File: src/rtl/cks_pkg.sv
package cks_pkg;
    typedef enum logic [2:0] {
        ST_IDLE,
        ST_CFG_RD,
        ST_ID_RD,
        ST_MAIN_RD,
        ST_DRAIN,
        ST_FINISH
    } cks_state_e;

    typedef enum logic [1:0] {
        TAG_NONE,
        TAG_CFG,
        TAG_ID,
        TAG_MAIN
    } cks_tag_e;
endpackage

File: src/rtl/cks_prot_decode.sv
module cks_prot_decode #(
    parameter int          WORD_W    = 12,
    parameter logic [11:0] PROT_MASK = 12'hFD0
) (
    input  logic [WORD_W-1:0] cfg_word,
    output logic              prot_on
);
    localparam logic [WORD_W-1:0] MASK_W = WORD_W'(PROT_MASK);

    // Protection is active when every masked bit is cleared.
    assign prot_on = ((cfg_word & MASK_W) == '0);
endmodule

File: src/rtl/cks_id_packer.sv
module cks_id_packer #(
    parameter int WORD_W   = 12,
    parameter int NIB_W    = 4,
    parameter int ID_COUNT = 4,
    localparam int PACK_W  = NIB_W * ID_COUNT
) (
    input  logic              clk,
    input  logic              rst_n,
    input  logic              clr,
    input  logic              shift_en,
    input  logic [WORD_W-1:0] din,
    output logic [PACK_W-1:0] packed_id
);
    logic [PACK_W-1:0] pack_q;

    // The first ID shifted in ends up in the most significant nibble.
    always_ff @(posedge clk) begin
        if (!rst_n || clr) begin
            pack_q <= '0;
        end else if (shift_en) begin
            pack_q <= {pack_q[PACK_W-NIB_W-1:0], din[NIB_W-1:0]};
        end
    end

    assign packed_id = pack_q;
endmodule

File: src/rtl/cks_accum.sv
module cks_accum #(
    parameter int SUM_W = 16
) (
    input  logic             clk,
    input  logic             rst_n,
    input  logic             clr,
    input  logic             add_en,
    input  logic [SUM_W-1:0] add_val,
    output logic [SUM_W-1:0] sum
);
    logic [SUM_W-1:0] acc_q;

    // The SUM_W-bit adder drops the carry out of the top bit.
    always_ff @(posedge clk) begin
        if (!rst_n || clr) begin
            acc_q <= '0;
        end else if (add_en) begin
            acc_q <= acc_q + add_val;
        end
    end

    assign sum = acc_q;

    AST_CLR_ZERO: assert property (@(posedge clk) disable iff (!rst_n)
        clr |=> (sum == '0));
endmodule

File: src/rtl/cks_image_checksum.sv
module cks_image_checksum
    import cks_pkg::*;
#(
    parameter int              ADDR_W    = 12,
    parameter int              WORD_W    = 12,
    parameter int              SUM_W     = 16,
    parameter int              ID_COUNT  = 4,
    parameter int              NIB_W     = 4,
    parameter logic [ADDR_W-1:0] CFG_ADDR  = 12'hFFF,
    parameter logic [ADDR_W-1:0] ID_BASE   = 12'h400,
    parameter logic [ADDR_W-1:0] CAL_ADDR  = 12'h3FF,
    parameter logic [ADDR_W-1:0] PROT_LAST = 12'h03F,
    parameter logic [11:0]       PROT_MASK = 12'hFD0,
    parameter logic [WORD_W-1:0] CFG_MASK  = 12'hFFF
) (
    input  logic              clk,
    input  logic              rst_n,
    input  logic              start,
    output logic              mem_rd,
    output logic [ADDR_W-1:0] mem_addr,
    input  logic [WORD_W-1:0] mem_rdata,
    output logic [SUM_W-1:0]  sum_out,
    output logic              done
);
    localparam logic [ADDR_W-1:0] FULL_LAST = CAL_ADDR - 1'b1;
    localparam logic [ADDR_W-1:0] ID_LAST   = ADDR_W'(ID_COUNT - 1);
    localparam int                PACK_W    = NIB_W * ID_COUNT;

    cks_state_e state_q, state_d;
    cks_tag_e   tag_q, tag_d;
    logic [ADDR_W-1:0] ptr_q;
    logic [WORD_W-1:0] cfg_q;
    logic              done_q;
    logic              prot_on;
    logic [PACK_W-1:0] packed_id;
    logic [ADDR_W-1:0] main_last;
    logic              launch;
    logic              add_en;
    logic [SUM_W-1:0]  add_val;

    assign launch    = (state_q == ST_IDLE) && start;
    assign main_last = prot_on ? PROT_LAST : FULL_LAST;

    // State register
    always_ff @(posedge clk) begin
        if (!rst_n) state_q <= ST_IDLE;
        else        state_q <= state_d;
    end

    // Next-state logic
    always_comb begin
        state_d = state_q;
        unique case (state_q)
            ST_IDLE:    if (start) state_d = ST_CFG_RD;
            ST_CFG_RD:  state_d = ST_ID_RD;
            ST_ID_RD:   if (ptr_q == ID_LAST) state_d = ST_MAIN_RD;
            ST_MAIN_RD: if (ptr_q == main_last) state_d = ST_DRAIN;
            ST_DRAIN:   state_d = ST_FINISH;
            ST_FINISH:  state_d = ST_IDLE;
            default:    state_d = ST_IDLE;
        endcase
    end

    // Outputs per state
    always_comb begin
        mem_rd   = 1'b0;
        mem_addr = '0;
        tag_d    = TAG_NONE;
        unique case (state_q)
            ST_CFG_RD: begin
                mem_rd   = 1'b1;
                mem_addr = CFG_ADDR;
                tag_d    = TAG_CFG;
            end
            ST_ID_RD: begin
                mem_rd   = 1'b1;
                mem_addr = ID_BASE + ptr_q;
                tag_d    = TAG_ID;
            end
            ST_MAIN_RD: begin
                mem_rd   = 1'b1;
                mem_addr = ptr_q;
                tag_d    = TAG_MAIN;
            end
            default: ;
        endcase
    end

    // Pointer, returning-data tag, configuration capture and done pulse
    always_ff @(posedge clk) begin
        if (!rst_n) begin
            ptr_q  <= '0;
            tag_q  <= TAG_NONE;
            cfg_q  <= '0;
            done_q <= 1'b0;
        end else begin
            tag_q  <= tag_d;
            done_q <= (state_q == ST_FINISH);
            if (tag_q == TAG_CFG) cfg_q <= mem_rdata;
            if (state_q == ST_ID_RD)
                ptr_q <= (ptr_q == ID_LAST) ? '0 : ptr_q + 1'b1;
            else if (state_q == ST_MAIN_RD)
                ptr_q <= ptr_q + 1'b1;
            else
                ptr_q <= '0;
        end
    end

    always_comb begin
        add_en  = 1'b0;
        add_val = '0;
        if (tag_q == TAG_CFG) begin
            add_en  = 1'b1;
            add_val = SUM_W'(mem_rdata & CFG_MASK);
        end else if (tag_q == TAG_MAIN) begin
            add_en  = 1'b1;
            add_val = SUM_W'(mem_rdata);
        end else if (state_q == ST_FINISH && prot_on) begin
            add_en  = 1'b1;
            add_val = SUM_W'(packed_id);
        end
    end

    cks_prot_decode #(.WORD_W(WORD_W), .PROT_MASK(PROT_MASK)) u_prot (
        .cfg_word (cfg_q),
        .prot_on  (prot_on)
    );

    cks_id_packer #(.WORD_W(WORD_W), .NIB_W(NIB_W), .ID_COUNT(ID_COUNT)) u_pack (
        .clk       (clk),
        .rst_n     (rst_n),
        .clr       (launch),
        .shift_en  (tag_q == TAG_ID),
        .din       (mem_rdata),
        .packed_id (packed_id)
    );

    cks_accum #(.SUM_W(SUM_W)) u_acc (
        .clk     (clk),
        .rst_n   (rst_n),
        .clr     (launch),
        .add_en  (add_en),
        .add_val (add_val),
        .sum     (sum_out)
    );

    assign done = done_q;

    AST_DONE_PULSE: assert property (@(posedge clk) disable iff (!rst_n)
        done |=> !done);
    AST_SUM_HOLD: assert property (@(posedge clk) disable iff (!rst_n)
        (state_q == ST_IDLE && !start) |=> $stable(sum_out));
    AST_NO_CAL_READ: assert property (@(posedge clk) disable iff (!rst_n)
        mem_rd |-> (mem_addr != CAL_ADDR));
    AST_PROT_BOUND: assert property (@(posedge clk) disable iff (!rst_n)
        (state_q == ST_MAIN_RD && prot_on) |-> (mem_addr <= PROT_LAST));
    AST_CFG_FIRST: assert property (@(posedge clk) disable iff (!rst_n)
        launch |=> (mem_rd && mem_addr == CFG_ADDR));
    AST_BUSY_IGNORE: assert property (@(posedge clk) disable iff (!rst_n)
        (state_q != ST_IDLE && start) |=> (state_q != ST_CFG_RD));
endmodule

File: config.mk
export PLATFORM = sky130hd
export DESIGN_NAME = cks_image_checksum
export DESIGN_NICKNAME = d
export VERILOG_FILES = /design/src/rtl/cks_pkg.sv /design/src/rtl/cks_prot_decode.sv /design/src/rtl/cks_id_packer.sv /design/src/rtl/cks_accum.sv /design/src/rtl/cks_image_checksum.sv
export SDC_FILE = /design/constraint.sdc
export NUM_CORES = 1
export LEC_CHECK = 0
export BUFFER_PORTS_ARGS = -buffer_cell sky130_fd_sc_hd__buf_2
export CORE_ASPECT_RATIO = 0.7
export CORE_MARGIN = 2
export CORE_UTILIZATION = 30
export DETAILED_ROUTE_END_ITERATION = 10
export MAX_ROUTING_LAYER = met4
export PLACE_DENSITY_LB_ADDON = 0.25
export SYNTH_ARGS = -nofsm -noshare
export SYNTH_HDL_FRONTEND = slang
export SYNTH_SLANG_ARGS = --single-unit
File: constraint.sdc
create_clock -name clk -period 3.1 [get_ports clk]
set_clock_uncertainty 0.2 [all_clocks]
set_input_delay 0.31 -clock clk [delete_from_list [all_inputs] [get_ports clk]]
set_output_delay 0.31 -clock clk [all_outputs]
set_load 0.1 [all_outputs]
======== After elaboration in Yosys (flattened, before gate mapping) ========
Cells that the tools add are included.
storage, ports and cells
  register bits ........................... 62
  input port bits ......................... 15
  output and inout port bits .............. 30
  logic and storage cells ................. 48
cells by class
  add/sub/neg operators ................... 3
  equality and inequality tests ........... 13
  muxes and demuxes ....................... 17
  reduce and logical (&&, ||, !) cells .... 8
operator list
  operator                count
  $mux 16                 3
  $mux 12                 3
  $pmux 12 s3             1
  $add 16x16->16          1
  $pmux 3 s5              1
  $add 11x12->12 const A  1
  $add 12x1->12 const B   1
  $eq 12x10->1            1
  $eq 12x2->1 const B     1
  $logic_not 12->1        1
  $mux 10                 1
  $mux 3                  3
  $eq 3x2->1 const B      2
  $eq 3x3->1 const B      2
  $pmux 2 s3              1
  $eq 2x2->1 const B      2
  $mux 1                  4
  $ne 2x2->1 const B      2
  $eq 3x1->1 const B      1
  $logic_not 3->1         1
  $reduce_and 3->1        1
  $reduce_or 3->1         1
  $eq 2x1->1 const B      1
  $logic_and 1x1->1       2
  other kinds (3)         3

======== Depth between registers and ports, before layout ========
  depth in word-level cells ............... 6
  depth in mapped cells ................... 14
  gate-level depth less buffers ........... 12

======== Cells and area by module ========
Synthesis repeated with hierarchy kept, for this count alone.
second synthesis, totals
  cell total of the unflattened synthesis .. 406
  area, all modules ....................... 3,463.3 sq um
by module, submodules not included
  module              instances  cells an instance  area each (sq um)  seq. area each (sq um)
  cks_image_checksum  1          190                1,530.2            600.6
  cks_accum           1          161                1,318.8            320.3
  cks_id_packer       1          53                 594.3              320.3
  cks_prot_decode     1          2                  20.0               0.0

======== Worst setup path before layout ========
OpenSTA, ideal clock, no wires.
  path kind ............................... flip-flop to flip-flop
  from .................................... register cfg_q[7]
  to ...................................... register u_acc.acc_q[14] (netlist: u_acc.sum[14])
  setup time .............................. 0.122 ns
  data arrival time ....................... 2.886 ns
  required time ........................... 2.778 ns
  path slack .............................. -0.108 ns
  cell stages (with the launch flop) ...... 13
  buffers on the path ..................... 1
  period minus slack after synthesis ...... 3.208 ns
  path through ............................ dfxtp_1 -> nor4_4 -> nand4_2 -> nor2_1 -> clkbuf_1 -> a22o_1 -> ha_1 -> a21o_1 -> a221oi_2 -> o21ai_2 -> nand3_2 -> mux2i_1 -> a311o_1
on the way
  word-level cells in the longest chain between the ends .. 6
  elaborated cells between the ends (all ways) .. 9
  those cells by class .................... add/sub: 1; mux: 6; reduce/logical: 2
RTL lines
  what                    line                       source
  from (decl)             cks_image_checksum.sv:32   logic [WORD_W-1:0] cfg_q;
  from (signal assigned)  cks_image_checksum.sv:99   if (tag_q == TAG_CFG) cfg_q <= mem_rdata;
  $logic_not 12->1 (*)    cks_prot_decode.sv:11      assign prot_on = ((cfg_word & MASK_W) == '0);
  $logic_and 1x1->1 (*)   cks_image_checksum.sv:118  end else if (state_q == ST_FINISH && prot_on) begin
  $mux 16                 cks_image_checksum.sv:118
  $mux 16                 cks_image_checksum.sv:115  end else if (tag_q == TAG_MAIN) begin
  $mux 16                 cks_image_checksum.sv:112  if (tag_q == TAG_CFG) begin
  $add 16x16->16          cks_accum.sv:18            acc_q <= acc_q + add_val;
  to (signal assigned)    cks_accum.sv:18
  to (decl)               cks_accum.sv:11            logic [SUM_W-1:0] acc_q;
Every way passes the cells marked *; elsewhere a longest branch is shown, timed or not.
A chain may end at the register's enable or synchronous reset.

======== Final worst setup path ========
  from .................................... register cfg_q[10]
  to ...................................... register u_acc.acc_q[15] (netlist: u_acc.sum[15])
Same word-level chain as after synthesis.

==> results.sh <==
export IMPL_status="finished, final reports clean"
export IMPL_fmax_mhz=333
export IMPL_synth_yosys_seq_area_share_pct=36.3
export IMPL_crit_slowest_cell="dfxtp_2"
export IMPL_port_buffers=44
export IMPL_critPathRequiredTime_ps=3100
export IMPL_start_util_pct=30.5
export IMPL_rows=31
export IMPL_r2r_setup_slack_ps=100
export IMPL_hold_path_class="primary input to flop"
export IMPL_grt_overflow=0
export IMPL_drive_gt1_share_pct=27.8
export IMPL_grt_pass1_wl_mm=13.3
export IMPL_drt_total_wl_mm=8.48
export IMPL_cts_tree="built"
export IMPL_power_leakage_uw=0.00172
export IMPL_r2r_cells=12
export IMPL_drc=0
export IMPL_core_area_sq_um=10300
export IMPL_grt_max_degree=27
export IMPL_synthCells=385
export IMPL_hold_path_depth=3
export IMPL_min_to="u_pack.packed_id[0]$_SDFFE_PP0N_"
export IMPL_area_delta_synth_final_pct=33.9
export IMPL_drt_pre_antenna_iters=4
export IMPL_ios=45
export IMPL_final_common_cell="nand2_1"
export IMPL_grt_pass1_vias=2611
export IMPL_setup_viol_count_final=0
export IMPL_min_period_ps=3000
export IMPL_multi_input_area_sq_um=2090
export IMPL_critPathArrivalTime_ps=3000
export IMPL_critPathMaxFanout=7
export IMPL_path_delay_family="compound AO/OA/AOI/OAI gates"
export IMPL_path_clk_slew_ps=50
export IMPL_synth_xor_area_share_pct=5.86
export IMPL_place_congestion=0.893
export IMPL_synth_area_sq_um=3140
export IMPL_synth_top_area_cell="dfxtp_1"
export IMPL_yosysTopAreaCellShare_pct=36.3
export IMPL_fillers=1029
export IMPL_diodes=0
export IMPL_crit_chain="nor4_4 > nand4_2 > nor2_4 > buf_6 > a22o_1 > ha_1 > nand4_1 > a21oi_1 > o21ai_1 > and3_1 > o311ai_2 > o41ai_2"
export IMPL_dp_hpwl_mm=6.37
export IMPL_final_area_sq_um=4200
export IMPL_clk_path_buf_depth=2
export IMPL_fin_util_pct=40.9
export IMPL_register_area_sq_um=1140
export IMPL_worst_pin_slew_ps=780
export IMPL_cts_inserted_buffers=9
export IMPL_layout_common_cells="68 x nand2_1, 56 x dfxtp_1, 47 x a21oi_1"
export IMPL_antenna_found_initial=0
export IMPL_r2r_start="cfg_q[10]$_SDFFE_PN0P_"
export IMPL_clock_sinks=57
export IMPL_synth_top_family_by_area="simple AND/OR/NAND/NOR gates"
export IMPL_worst_setup_path_end_kind="flop"
export IMPL_drtIter0Drc=226
export IMPL_die_w_um=126
export IMPL_clock_latency_ps=330
export IMPL_cts_hold_repair_buffers=0
export IMPL_dieArea_sq_um=11300
export IMPL_synthMuxAreaShare_pct=2.55
export IMPL_crit_buf_inv=1
export IMPL_detail_route_antenna_nets=0
export IMPL_synth_compound_area_share_pct=21.1
export IMPL_cap_violations=0
export IMPL_slew_headroom_pct=47.9
export IMPL_synth_seq_cells=57
export IMPL_period_share_pct=96.9
export IMPL_synth_net_count=418
export IMPL_via_count=2912
export IMPL_clockRootBuffer="clkbuf_16"
export IMPL_rr_endpoint="u_acc.sum[15]$_SDFFE_PP0P_"
export IMPL_power_density_nw_per_um2=599
export IMPL_start_kind="flop"
export IMPL_synthSimpleGateAreaFrac_pct=22.9
export IMPL_slew_violations=0
export IMPL_rsz0062_at_grt="yes"
export IMPL_synth_area_leaders="dfxtp_1 36%, nand2_1 8.1%, a21oi_1 7.8%, ha_1 6.8%, nor2_1 3.7%"
export IMPL_worst_path_stages=12
export IMPL_peakVddDrop_uv=281
export IMPL_placed_area_sq_um=3670
export IMPL_viasPerCell=4.94
export IMPL_hp_start="mem_rdata[0]"
export IMPL_cpPeakStageDelay_ps=330
export IMPL_syn_area_per_cell_sq_um=8.15
export IMPL_synth_yosys_warnings=0
export IMPL_wl_per_cell_um=14.4
export IMPL_hold_viol_final=0
export IMPL_synth_adder_area_share_pct=7.41
export IMPL_ys_flop_type="dfxtp_1"
export IMPL_final_net_count=486
export IMPL_async_flop_share_pct=0
export IMPL_track_usage_pct=15.4
export IMPL_die_h_um=89.6
export IMPL_ys_types=48
export IMPL_synth_edff_count=0
export IMPL_htree_levels=3
export IMPL_worstSetupPathType="flop to flop"
[synth_stat cells (9+ instances only)]
cell type,instances
ha_1,17
clkbuf_1,14
xor2_1,9
xnor2_1,12
nand2_1,68
nand3_1,10
a22o_1,12
a21oi_1,49
o21ai_0,12
nor2_1,31
dfxtp_1,57
[area by class of cell]
| class | count | share of cell area (%) |
|---|---|---|
| Clock inverter | 5 | 1.34 |
| Timing Repair Buffer | 78 | 11.6 |
| Tap cell | 132 | 3.93 |
| Inverter | 7 | 0.625 |
| Clock buffer | 10 | 5.69 |
| Sequential cell | 57 | 27.2 |
| Multi-Input combinational cell | 300 | 49.7 |
[logic make-up after synthesis]
logic type      Yosys count
flops                    57
fa+ha+maj                18
buf+inv                  28
xor+xnor                 21
simple gates            150
mux                       8
compound gates          103
[where the power goes]
part / internal, uW / switching, uW / leakage [uW] / total (uW)
Clock: 636 / 336 / 0.000144 / 972
Sequential: 759 / 23.8 / 0.000461 / 783
Combinational: 174 / 589 / 0.00112 / 763
[worst reg2reg max path, stage by stage, from the launching register on]
cell      delay, ps
dfxtp_2         330
nor4_4          310
nand4_2         170
nor2_4          160
buf_6           140
a22o_1          190
ha_1            220
nand4_1         110
a21oi_1         260
o21ai_1         160
and3_1          230
o311ai_2        290
o41ai_2         110
[routing by layer]
metal | vias to the layer above | track usage [%] | part of all wire, %
met5 | - | - | 0
met4 | 0 | 4.00 | 0.32
met3 | 2 | 4.15 | 4.5
met2 | 57 | 20.3 | 41
met1 | 1350 | 22.8 | 55
li1 | 1503 | - | -
[stage by stage]
stage | worst slack, ps | power [uW] | TNS [ps] | hold WS (ps) | instances
after floorplan | 45.3 | 1380 | 0 | 232 | 385
after global placement | 68.3 | 1530 | 0 | 240 | 572
after detailed placement | -7.42 | 1540 | -7.42 | 249 | 572
after CTS | 10.5 | 2530 | 0 | 26.3 | 587
after global routing | -57.8 | 2620 | -212 | 28.7 | 589
final | 97.5 | 2520 | 0 | 37.1 | 589
[state kept, by name, summed over array words and instances, names as in the netlist]
| name | cells |
|---|---|
| cfg_q | 7 |
| done | 1 |
| ptr_q | 12 |
| state_q | 3 |
| tag_q | 2 |
| u_acc.sum | 16 |
| u_pack.packed_id | 16 |
[repair_timing]
action / in CTS / in global routing
pin swaps: 0 / 27
cloned: 0 / 0
endpoints found under the setup margin: 1 / 8
gates resized for setup: 1 / 34
buffers inserted: 0 / 2
[worst max-delay path by stage]
| stage | from | endpoint | slack (ps) |
|---|---|---|---|
| 6_report | cfg_q[10]$_SDFFE_PN0P_ | u_acc.sum[15]$_SDFFE_PP0P_ | 100 |
| 5_1_grt | cfg_q[10]$_SDFFE_PN0P_ | u_acc.sum[15]$_SDFFE_PP0P_ | -60 |
| 3_3_place_gp | cfg_q[7]$_SDFFE_PN0P_ | u_acc.sum[15]$_SDFFE_PP0P_ | 70 |
| 3_5_place_dp | cfg_q[7]$_SDFFE_PN0P_ | u_acc.sum[15]$_SDFFE_PP0P_ | -7 |
| 2_1_floorplan | cfg_q[7]$_SDFFE_PN0P_ | u_acc.sum[14]$_SDFFE_PP0P_ | 50 |
| 4_1_cts | cfg_q[7]$_SDFFE_PN0P_ | u_acc.sum[12]$_SDFFE_PP0P_ | 10 |
(Power assumes the default switching activity.)
